===== src/rtl/boot_sel_pkg.sv =====
// Shared types for the boot vector selector.
// Assumes: 2-bit protection code, 00 = lowest level, 11 = highest.
package boot_sel_pkg;

    typedef enum logic [1:0] {
        SQ_HOLD = 2'd0,
        SQ_WAIT = 2'd1,
        SQ_PICK = 2'd2,
        SQ_RUN  = 2'd3
    } seq_state_t;

    typedef enum logic [1:0] {
        PL_OPEN   = 2'b00,
        PL_HALF   = 2'b01,
        PL_ONE    = 2'b10,
        PL_LOCKED = 2'b11
    } prot_lvl_t;

endpackage


===== src/rtl/boot_seq_ctrl.sv =====
// Start-up sequencer: after reset release (or standby exit while running)
// it requests a boot-bit capture, waits STARTUP_CYC cycles, strobes the
// vector load for one cycle, then releases the core.
// Assumes: stby_exit is a single-cycle pulse; it is ignored unless running.
module boot_seq_ctrl
    import boot_sel_pkg::*;
#(
    parameter int STARTUP_CYC = 16
) (
    input  logic clk,
    input  logic rst_n,
    input  logic stby_exit,
    output logic capture_o,
    output logic strobe_o,
    output logic release_o
);
    localparam int CNT_W = (STARTUP_CYC > 1) ? $clog2(STARTUP_CYC) : 1;
    localparam logic [CNT_W-1:0] LAST = CNT_W'(STARTUP_CYC - 1);

    seq_state_t       state;
    logic [CNT_W-1:0] cnt;

    // Advance the sequence and the delay counter.
    always_ff @(posedge clk) begin
        if (!rst_n) begin
            state <= SQ_HOLD;
            cnt   <= '0;
        end else begin
            case (state)
                SQ_HOLD: begin
                    state <= SQ_WAIT;
                    cnt   <= '0;
                end
                SQ_WAIT: begin
                    if (cnt == LAST) state <= SQ_PICK;
                    else             cnt   <= cnt + 1'b1;
                end
                SQ_PICK: state <= SQ_RUN;
                default: begin
                    if (stby_exit) begin
                        state <= SQ_WAIT;
                        cnt   <= '0;
                    end
                end
            endcase
        end
    end

    // Decode the sequence state into the control outputs.
    always_comb begin
        capture_o = (state == SQ_HOLD) || ((state == SQ_RUN) && stby_exit);
        strobe_o  = (state == SQ_PICK);
        release_o = (state == SQ_RUN);
    end

    a_r10_strobe_then_release: assert property (@(posedge clk) disable iff (!rst_n)
        strobe_o |=> (release_o && !strobe_o));
    a_r11_standby_drops_release: assert property (@(posedge clk) disable iff (!rst_n)
        (release_o && stby_exit) |=> !release_o);
endmodule


===== src/rtl/boot_bit_latch.sv =====
// Resolves the effective boot bit from its pin or software source and
// holds it between capture requests.
// Assumes: capture is high only in the cycles the sequencer asks for it.
module boot_bit_latch (
    input  logic clk,
    input  logic rst_n,
    input  logic capture,
    input  logic pin_sel,
    input  logic pin,
    input  logic nsw_boot,
    output logic bit_q
);
    logic bit_d;

    // Choose the boot bit source.
    always_comb bit_d = pin_sel ? pin : ~nsw_boot;

    // Hold the boot bit until the next capture.
    always_ff @(posedge clk) begin
        if (!rst_n)       bit_q <= 1'b0;
        else if (capture) bit_q <= bit_d;
    end

    a_r9_bit_held: assert property (@(posedge clk) disable iff (!rst_n)
        !capture |=> $stable(bit_q));
endmodule


===== src/rtl/boot_range_clamp.sv =====
// Window check on a boot address: when enabled, an address outside
// [LO, HI] (and, if KEEP_FALLBACK, not equal to FALLBACK) is replaced.
// Assumes: LO <= HI; purely combinational.
module boot_range_clamp #(
    parameter int              ADDR_W        = 32,
    parameter logic [ADDR_W-1:0] LO          = '0,
    parameter logic [ADDR_W-1:0] HI          = '1,
    parameter logic [ADDR_W-1:0] FALLBACK    = '0,
    parameter bit              KEEP_FALLBACK = 1'b0
) (
    input  logic              enable,
    input  logic [ADDR_W-1:0] addr_i,
    output logic [ADDR_W-1:0] addr_o
);
    logic in_win;
    logic ok;

    // Test the address against the window.
    always_comb in_win = (addr_i >= LO) && (addr_i <= HI);

    generate
        if (KEEP_FALLBACK) begin : g_keep
            // Accept the fallback address itself as legal.
            always_comb ok = in_win || (addr_i == FALLBACK);
        end else begin : g_plain
            // Only the window is legal.
            always_comb ok = in_win;
        end
    endgenerate

    // Replace an illegal address when checking is on.
    always_comb addr_o = (enable && !ok) ? FALLBACK : addr_i;
endmodule


===== src/rtl/boot_vector_sel.sv =====
// Top: boot vector selector. Combines the latched boot bit, security mode,
// boot lock, root-service command and protection level into secure and
// nonsecure vector addresses, loaded once per boot by the sequencer.
// Assumes: option inputs are stable from reset release to the strobe.
module boot_vector_sel
    import boot_sel_pkg::*;
#(
    parameter int                ADDR_W      = 32,
    parameter int                CMD_W       = 8,
    parameter int                STARTUP_CYC = 16,
    parameter logic [ADDR_W-1:0] RSS_ENTRY   = 32'h0FF8_0000,
    parameter logic [ADDR_W-1:0] SEC_LO      = 32'h0C00_0000,
    parameter logic [ADDR_W-1:0] SEC_HI      = 32'h0C1F_FFFF,
    parameter logic [ADDR_W-1:0] NS_LO       = 32'h0800_0000,
    parameter logic [ADDR_W-1:0] NS_HI       = 32'h081F_FFFF
) (
    input  logic              clk,
    input  logic              rst_n,
    input  logic              stby_exit,
    input  logic              boot_pin,
    input  logic              opt_pin_sel,
    input  logic              opt_nsw_boot,
    input  logic [ADDR_W-1:0] opt_ns_addr0,
    input  logic [ADDR_W-1:0] opt_ns_addr1,
    input  logic [ADDR_W-1:0] opt_sec_addr,
    input  logic              opt_sec_en,
    input  logic              opt_boot_lock,
    input  logic [1:0]        prot_lvl,
    input  logic [CMD_W-1:0]  rss_cmd,
    output logic [ADDR_W-1:0] vtor_s,
    output logic [ADDR_W-1:0] vtor_ns,
    output logic              sel_strobe,
    output logic              core_rst_rel
);
    logic              capture;
    logic              boot_bit;
    logic [ADDR_W-1:0] sec_raw, ns_raw, sec_chk, ns_chk;
    logic              sec_clamp_en, ns_clamp_en;
    prot_lvl_t         lvl;

    boot_seq_ctrl #(.STARTUP_CYC(STARTUP_CYC)) u_seq (
        .clk       (clk),
        .rst_n     (rst_n),
        .stby_exit (stby_exit),
        .capture_o (capture),
        .strobe_o  (sel_strobe),
        .release_o (core_rst_rel)
    );

    boot_bit_latch u_bit (
        .clk      (clk),
        .rst_n    (rst_n),
        .capture  (capture),
        .pin_sel  (opt_pin_sel),
        .pin      (boot_pin),
        .nsw_boot (opt_nsw_boot),
        .bit_q    (boot_bit)
    );

    // Raw choice of both vectors before range checks.
    always_comb begin
        lvl    = prot_lvl_t'(prot_lvl);
        ns_raw = boot_bit ? opt_ns_addr1 : opt_ns_addr0;
        if (opt_boot_lock || (!boot_bit && (rss_cmd == '0)))
            sec_raw = opt_sec_addr;
        else
            sec_raw = RSS_ENTRY;
        sec_clamp_en = (lvl != PL_OPEN);
        ns_clamp_en  = !opt_sec_en && (lvl == PL_LOCKED);
    end

    boot_range_clamp #(
        .ADDR_W(ADDR_W), .LO(SEC_LO), .HI(SEC_HI),
        .FALLBACK(RSS_ENTRY), .KEEP_FALLBACK(1'b1)
    ) u_sec_clamp (
        .enable (sec_clamp_en),
        .addr_i (sec_raw),
        .addr_o (sec_chk)
    );

    boot_range_clamp #(
        .ADDR_W(ADDR_W), .LO(NS_LO), .HI(NS_HI),
        .FALLBACK(NS_LO), .KEEP_FALLBACK(1'b0)
    ) u_ns_clamp (
        .enable (ns_clamp_en),
        .addr_i (ns_raw),
        .addr_o (ns_chk)
    );

    // Load the vectors on the select strobe only.
    always_ff @(posedge clk) begin
        if (!rst_n) begin
            vtor_s  <= '0;
            vtor_ns <= '0;
        end else if (sel_strobe) begin
            vtor_s  <= opt_sec_en ? sec_chk : '0;
            vtor_ns <= ns_chk;
        end
    end

    a_r11_vectors_stable: assert property (@(posedge clk) disable iff (!rst_n)
        (core_rst_rel && $past(core_rst_rel)) |-> ($stable(vtor_s) && $stable(vtor_ns)));
    a_r10_release_after_strobe: assert property (@(posedge clk) disable iff (!rst_n)
        $rose(core_rst_rel) |-> $past(sel_strobe));
    a_r6_secure_window: assert property (@(posedge clk) disable iff (!rst_n)
        ($past(sel_strobe) && $past(opt_sec_en) && ($past(prot_lvl) != 2'b00))
        |-> ((vtor_s == RSS_ENTRY) || ((vtor_s >= SEC_LO) && (vtor_s <= SEC_HI))));
    a_r7_nonsecure_window: assert property (@(posedge clk) disable iff (!rst_n)
        ($past(sel_strobe) && !$past(opt_sec_en) && ($past(prot_lvl) == 2'b11))
        |-> ((vtor_ns >= NS_LO) && (vtor_ns <= NS_HI)));
    a_r5_lock_keeps_secure: assert property (@(posedge clk) disable iff (!rst_n)
        ($past(sel_strobe) && $past(opt_sec_en) && $past(opt_boot_lock) && ($past(prot_lvl) == 2'b00))
        |-> (vtor_s == $past(opt_sec_addr)));
    a_r2_secure_zero_when_off: assert property (@(posedge clk) disable iff (!rst_n)
        ($past(sel_strobe) && !$past(opt_sec_en)) |-> (vtor_s == '0));
endmodule


===== config.mk =====
export PLATFORM = sky130hd
export DESIGN_NAME = boot_vector_sel
export DESIGN_NICKNAME = d
export VERILOG_FILES = /design/src/rtl/boot_sel_pkg.sv /design/src/rtl/boot_seq_ctrl.sv /design/src/rtl/boot_bit_latch.sv /design/src/rtl/boot_range_clamp.sv /design/src/rtl/boot_vector_sel.sv
export SDC_FILE = /design/constraint.sdc
export NUM_CORES = 1
export LEC_CHECK = 0
export ABC_AREA = 0
export BUFFER_PORTS_ARGS = -buffer_cell sky130_fd_sc_hd__buf_2
export CAP_MARGIN = 0
export CORE_ASPECT_RATIO = 1.4
export CORE_MARGIN = 1.5
export CORE_UTILIZATION = 44
export CTS_CLUSTER_DIAMETER = 60
export DETAILED_ROUTE_END_ITERATION = 7
export GPL_TIMING_DRIVEN = 0
export PLACE_DENSITY = 0.8
export RECOVER_POWER = 100
export SLEW_MARGIN = 20
export SYNTH_ARGS = -nofsm -noshare
export SYNTH_HDL_FRONTEND = slang
export SYNTH_SLANG_ARGS = --single-unit
export TNS_END_PERCENT = 30

===== constraint.sdc =====
create_clock -name clk -period 2.3 [get_ports clk]
set_input_delay 0.46 -clock clk [delete_from_list [all_inputs] [get_ports clk]]
set_output_delay 0.46 -clock clk [all_outputs]
set_load 0.02 [all_outputs]

Yosys cells after proc, flatten, opt, wreduce, memory -nomap -nowiden
Index checks and enable logic that the tools add are counted.

Logic and storage cells: 53. Bits of input ports: 114. Register bits: 71. Output and inout bits: 66.

Muxes and demuxes: 12. Equality and inequality tests: 8. Order comparisons: 4. Bitwise operators: 2. Reductions and logical operators: 21. Add/sub/neg operators: 1.

Operators by type and width (count): 32-bit 2-to-1 mux (5); 32-bit by 28-bit greater-or-equal comparator with 1-bit output (second input constant) (2); 32-bit by 28-bit <= comparator with 1-bit output (second input constant) (2); 32-bit by 28-bit == test with 1-bit output (second input constant) (1); 4-bit case mux with 3 select lines (1); 8-bit logical NOT (1); 4-bit 2-to-1 mux (2); 1-bit logical AND (7); 2-bit == test (second input constant) (3); 2-bit case mux with 3 select lines (1); 4-bit by 1-bit adder with 4-bit output (second input constant) (1); 4-bit == test (second input constant) (1); 1-bit logical NOT (4); 2-bit 2-to-1 mux (2); 4-bit nonzero test (1); 1-bit logical OR (3); 3-bit AND reduction (1); 3-bit nonzero test (1); 2-bit by 1-bit == test with 1-bit output (second input constant) (1); 2-bit logical NOT (1); 2-bit by 1-bit != test with 1-bit output (second input constant) (1); 2-bit != test (second input constant) (1); 1-bit NOT (2); 2-bit AND reduction (1); 2 further kinds (2).

Longest topological paths before layout
Word-level depth: 11. Gate-level depth with buffers: 8. Gate-level depth less buffers: 7.

Modules after synthesis
A second synthesis with hierarchy kept.

Cells, all modules: 569. Area, all modules: 5345.1 µm².

Modules (own cells, without submodules): boot_vector_sel (area an instance 3663.5 µm², times used 1, cells an instance 378, sequential area each 1281.2 µm²); boot_range_clamp at u_ns_clamp (area an instance 819.5 µm², times used 1, cells an instance 89, sequential area each 0.0 µm²); boot_seq_ctrl (area an instance 434.2 µm², times used 1, cells an instance 47, sequential area each 120.1 µm²); boot_range_clamp at u_sec_clamp (area an instance 386.6 µm², times used 1, cells an instance 50, sequential area each 0.0 µm²); boot_bit_latch (area an instance 41.3 µm², times used 1, cells an instance 5, sequential area each 20.0 µm²).

Worst setup path before layout
No wires, ideal clock.

Path type: input port to flip-flop. Start: input opt_sec_addr[12]. End: register vtor_s[0]. Arrival time: 1.695 ns. Buffers on the path: 1. Required time: 2.241 ns. Stages on the path: 5. Slack: 0.546 ns. Library setup time: 0.059 ns. Path through: or4b_4 > nor4_4 > o211a_4 > buf_8 > a22o_1.

Longest elaborated chain between the ends: 8. Elaborated cells on any way between the ends: 10. Classes of those cells: order compare (2); eq/ne (1); mux (3); reduce/logical (4).

RTL lines: start: declaration (line boot_vector_sel.sv:25) `input logic [ADDR_W-1:0] opt_sec_addr,`; 32-bit 2-to-1 mux * (line boot_vector_sel.sv:64) `if (opt_boot_lock || (!boot_bit && (rss_cmd == '0)))`; 32-bit by 28-bit greater-or-equal comparator with 1-bit output or 32-bit by 28-bit <= comparator with 1-bit output (tied branches) (line boot_range_clamp.sv:19) `always_comb in_win = (addr_i >= LO) && (addr_i <= HI);`; 1-bit logical AND (line boot_range_clamp.sv:19); 1-bit logical OR * (line boot_range_clamp.sv:24) `always_comb ok = in_win || (addr_i == FALLBACK);`; 1-bit logical NOT * (line boot_range_clamp.sv:32) `always_comb addr_o = (enable && !ok) ? FALLBACK : addr_i;`; 1-bit logical AND * (line boot_range_clamp.sv:32); 32-bit 2-to-1 mux * (line boot_range_clamp.sv:32); 32-bit 2-to-1 mux * (line boot_vector_sel.sv:96) `vtor_s <= opt_sec_en ? sec_chk : '0;`; end signal: assignment (line boot_vector_sel.sv:96); end: declaration (line boot_vector_sel.sv:30) `output logic [ADDR_W-1:0] vtor_s,`.

Mark *: on every way between the ends. The rest lies on a longest branch, timed or not. A chain may end at the register's enable or synchronous reset.

Worst setup path in the final report
Start: register u_bit.bit_q. End: register vtor_ns[20].

Longest elaborated chain between the ends: 6. Elaborated cells on any way between the ends: 7. Classes of those cells: order compare (2); mux (2); reduce/logical (3).

RTL lines: start: declaration (line boot_bit_latch.sv:11) `output logic bit_q`; start signal: assignment (line boot_bit_latch.sv:21) `else if (capture) bit_q <= bit_d;`; 32-bit 2-to-1 mux * (line boot_vector_sel.sv:63) `ns_raw = boot_bit ? opt_ns_addr1 : opt_ns_addr0;`; 32-bit by 28-bit greater-or-equal comparator with 1-bit output or 32-bit by 28-bit <= comparator with 1-bit output (tied branches) (line boot_range_clamp.sv:19); 1-bit logical AND (line boot_range_clamp.sv:19); 1-bit logical NOT (line boot_range_clamp.sv:32); 1-bit logical AND (line boot_range_clamp.sv:32); 32-bit 2-to-1 mux * (line boot_range_clamp.sv:32); end signal: assignment (line boot_vector_sel.sv:97) `vtor_ns <= ns_chk;`; end: declaration (line boot_vector_sel.sv:31) `output logic [ADDR_W-1:0] vtor_ns,`.

Marked as above.

==> results.md <==
Layout:
- The library cells used most frequently in the layout, excluding fill and tap cells, are sky130_fd_sc_hd__buf_2, sky130_fd_sc_hd__clkbuf_1, sky130_fd_sc_hd__dfxtp_1.
- The post-layout net count is 648.
- 0 antenna diodes ended up in the layout.
- In the final layout, the multi-input gates occupy 0.00159 mm².
- The area growth from synthesis to layout is 33.6%.
- The filler-free cell count of the finished design is 628.
- The library cell used most frequently in the layout, excluding fill and tap cells, is sky130_fd_sc_hd__buf_2.
- The fraction of layout instances using a drive strength above 1 is 27.2%.
- The total of fill cells in the finished design is 645.
- The register area is 0.00142 mm².

Global route:
- Entering global routing, the biggest net connects 13 pins.
- The first global-routing pass estimated approximately 14,000 µm of wire.
- The number of global-route vias before repair is 3,068.
- The number of antenna violations at the first check in global routing is 0.
- The overall overflow remaining after global route is 0.
- Across every metal layer, demand over resource in global routing totals approximately 23%.

Floorplan:
- From left edge to right edge, the die measures 74.9 µm.
- The number of placement rows is 36.
- After floorplanning, the core was sized to cover 0.00698 mm².
- The top-level port count is 180.
- The total die area is 0.00776 mm².
- The starting utilization of the core area is 45.6%.
- The die boundary height is 104 µm.

Synth:
- After synthesis, the largest family of logic cells by area is compound AO/OA/AOI/OAI gates.
- The share of the synthesized area in the top cell type is 44.6%.
- After synthesis, the mean cell area works out to between 9 and 10 µm².
- Yosys attributes the largest share of cell area to sky130_fd_sc_hd__dfxtp_1, sky130_fd_sc_hd__mux2i_1, sky130_fd_sc_hd__a22o_1.
- Yosys mapped a number of flops with a built-in enable equal to 0.
- The share of flip-flops with an asynchronous set or reset is 0%.
- The area share of and/or/nand/nor cells after synthesis is 16.7%.
- Synthesis handed over a netlist of between 300 and 400 instances.
- The synthesized netlist net count is 458.
- The area share of fa/ha/maj cells after synthesis is ~2.4%.
- The part of the Yosys area used for sequential elements is ~45%.
- The flip-flop cell with the highest count after synthesis is sky130_fd_sc_hd__dfxtp_1.
- After synthesis, the share of cell area in mux cells is 10.9%.
- The synthesized netlist devotes between 10% and 20% of its cell area to compound gates.
- The post-synthesis instance area is about 0.0032 mm².
- The number of distinct library cells after synthesis is 36.
- After synthesis the netlist holds a flip-flop and latch count of between 70 and 80.
- The warning count from the yosys run is 0.
- The dominant cell type by area after synthesis is sky130_fd_sc_hd__dfxtp_1.
- The synthesized netlist devotes 0.550% of its cell area to XOR and XNOR gates.

Setup path:
- The master of the slowest instance on the critical path is sky130_fd_sc_hd__clkbuf_1.
- The kind of critical path is register to register.
- Of all nets on the critical path, the largest fanout is 10.
- In this run the register-to-register setup slack is 0.22 ns.
- The arrival time of data at the critical path endpoint is approximately 2.3 ns.
- At the worst endpoint, the required time is 2.54 ns.
- Counting cells, the worst reg-to-reg path comes to 5.
- In this design, the stage delay of the slowest critical-path cell is 0.62 ns.
- The worst register-to-register path ends at vtor_ns[20].
- The worst setup path is captured at a register.
- In this design, the critical path's most frequently occurring cell is sky130_fd_sc_hd__clkbuf_2.
- The worst register-to-register path begins at u_bit.bit_q.
- STA classifies the critical path startpoint as a register.
- The critical path goes through clkbuf_2 -> clkbuf_2 -> clkbuf_1 -> mux2i_1 -> a211oi_1.

CTS:
- At the later pin of the worst-skew pair, clock insertion delay measures ~0.34 ns.
- Buffers inserted to repair hold after CTS numbered 0.
- The maximum clock path buffer count is 2.
- The clock tree from TritonCTS is built.
- The maximum level of the CTS H-tree is 3.
- The cell sitting at the root of the clock tree is a sky130_fd_sc_hd__clkbuf_8.
- After clock tree synthesis, the clock-pin slew on the worst setup and hold paths is 0.07 ns.
- The number of clock buffers added by TritonCTS is 9.
- The number of setup buffers added after CTS is 0.
- The CTS sink count is 71.
- The post-cts resize count is 0.

Hold path:
- The path with the worst hold slack has its endpoint at vtor_s[5].
- The hold path startpoint is opt_sec_addr[5].
- The worst hold path was traced through 2 stages.
- The worst min-delay path category is input port to register.

Drt:
- In the final routed layout, each cell accounts on average for 14.8 µm.
- The first detailed-routing pass ran for 4 iterations.
- The post-detailed-routing wire length is 9290 µm.
- The overall via count from detail_route is around 3,300.
- The vias per cell is approximately 5.2.
- The remaining number of nets flagged by the antenna check after routing is 0.
- For this run, design rule violations remaining after detail routing come to 0.
- For this block, the initial DRC count from the detailed router was 102.

Timing:
- The minimum period implied by the final worst setup slack is 2.08 ns.
- The headroom to the max-slew limit is 49.6%.
- The final number of max-transition violations is 0.
- The post-route fraction of the period consumed by the critical path is 90.6%.
- Once routing completed, OpenROAD measured the worst setup slack at 0.215 ns.
- The number of hold violations in the final report is 0.
- The accumulated negative setup slack is 0 ns.
- Setup repair after global routing left no endpoint under its margin.
- The final setup violation count is 0.
- Derived from the worst setup path, the maximum achievable clock frequency is between 400 and 500 MHz.
- At the pin with the least slew margin, the transition time is 0.757 ns.
- Between clock sinks in the finished design, the worst skew comes to about 0.010 ns.

Power and ir drop:
- The power density relative to cell area is 921 mW/mm².
- Summed over all cells, the static leakage comes to about 1.7 nW.
- The worst-case IR drop observed on VDD is 0.565 mV.

Place:
- The number of placed cells counting well taps is 612.
- The placed wire-length estimate after detailed placement is 7390 µm.
- The placer congestion estimate is just under 0.8.
- The quantity of I/O buffers inserted on ports is 179.
- Before CTS, the worst setup slack after placement is 0.0754 ns.

Flow run:
- Max-cap violations in this run came to 0.

Run status:
- The run finished with clean final reports.
## kinds of logic (layout without fill, tap and decap cells)
logic type	count (synthesis)	in the layout
simple gates	103	103
compound gates	87	87
flops	71	71
buf+inv	35	230
mux	34	34
fa+ha+maj	6	6
xor+xnor	2	2
## worst max-delay path, delay by kind of cell (launching register included)
kind,cells,cell delay [ns]
AOI/OAI and AO/OA,1,0.29
muxes,1,0.18
DFF,1,0.31
buffers and inverters,3,1.20
## stage by stage
stage / util, % / instance area, µm² / hold WS (ns) / power [W]
floorplan: - / 3180 / 0.488 / 0.00260
global placement: 60.1 / 4200 / 0.451 / 0.00309
detailed placement: 60.1 / 4200 / 0.461 / 0.00313
CTS: 62.6 / 4370 / 0.335 / 0.00400
global route: 60.9 / 4250 / 0.338 / 0.00414
finish: 60.9 / 4250 / 0.347 / 0.00392
## cells in the mapped netlist, types with 2 or more instances
cell type and number:
sky130_fd_sc_hd__nand3_1 17, sky130_fd_sc_hd__nor4b_1 4, sky130_fd_sc_hd__a21boi_0 6, sky130_fd_sc_hd__nand2_1 14
sky130_fd_sc_hd__a21oi_1 6, sky130_fd_sc_hd__nand2b_1 5, sky130_fd_sc_hd__a31oi_1 2, sky130_fd_sc_hd__a22o_1 23
sky130_fd_sc_hd__clkbuf_1 17, sky130_fd_sc_hd__buf_2 5, sky130_fd_sc_hd__nor2b_1 4, sky130_fd_sc_hd__xor2_1 2
sky130_fd_sc_hd__a211oi_1 26, sky130_fd_sc_hd__nor4_1 9, sky130_fd_sc_hd__nor3_1 3, sky130_fd_sc_hd__buf_8 2
sky130_fd_sc_hd__nor2_1 36, sky130_fd_sc_hd__nand4_1 4, sky130_fd_sc_hd__ha_1 6, sky130_fd_sc_hd__mux2i_1 28
sky130_fd_sc_hd__dfxtp_1 71, sky130_fd_sc_hd__mux2_2 6, sky130_fd_sc_hd__inv_1 11, sky130_fd_sc_hd__o21ai_0 19
## per-layer routing
| metal | global-route usage, % | wire length, µm | up-vias |
|---|---|---|---|
| met5 | 0 | 0 | - |
| met4 | 7.79 | 143 | 0 |
| met3 | 5.93 | 678 | 12 |
| met2 | 44.6 | 4980 | 152 |
| met1 | 22.1 | 3490 | 1500 |
| li1 | - | - | 1615 |
## power breakdown
part / switching, W / internal (W) / total (W)
Clock: 0.000456 / 0.000414 / 0.000871
Sequential: 0.000148 / 0.00147 / 0.00162
Combinational: 0.000917 / 0.000511 / 0.00143
Total: 0.00152 / 0.00240 / 0.00392
## cell type report
cell class / count / share of cell area (%)
Inverter: 11 / 0.971
Timing Repair Buffer: 179 / 19.1
Tap cell: 95 / 2.79
Clock inverter: 6 / 0.853
Sequential cell: 71 / 33.4
Clock buffer: 10 / 3.24
Buffer: 24 / 2.29
Multi-Input combinational cell: 232 / 37.3
## worst max path at each step
stage | startpoint | end | slack [ns] | cells past startpoint
6_report | u_bit.bit_q | vtor_ns[20] | 0.22 | 5
5_1_grt | u_seq.state[0] | vtor_ns[6] | 0.03 | 7
4_1_cts | u_seq.state[0] | vtor_ns[8] | 0.21 | 7
3_5_place_dp | opt_sec_addr[5] | vtor_s[8] | 0.08 | 7
3_3_place_gp | opt_sec_addr[5] | vtor_s[11] | 0.1 | 7
2_1_floorplan | opt_sec_addr[12] | vtor_s[0] | 0.55 | 5
## registers in the layout, summed over array words and instances (netlist names)
signal and count:
vtor_ns 32, vtor_s 32, u_seq.cnt 4, u_seq.state 2
u_bit.bit_q 1
Power figures use the tool's default switching activity.
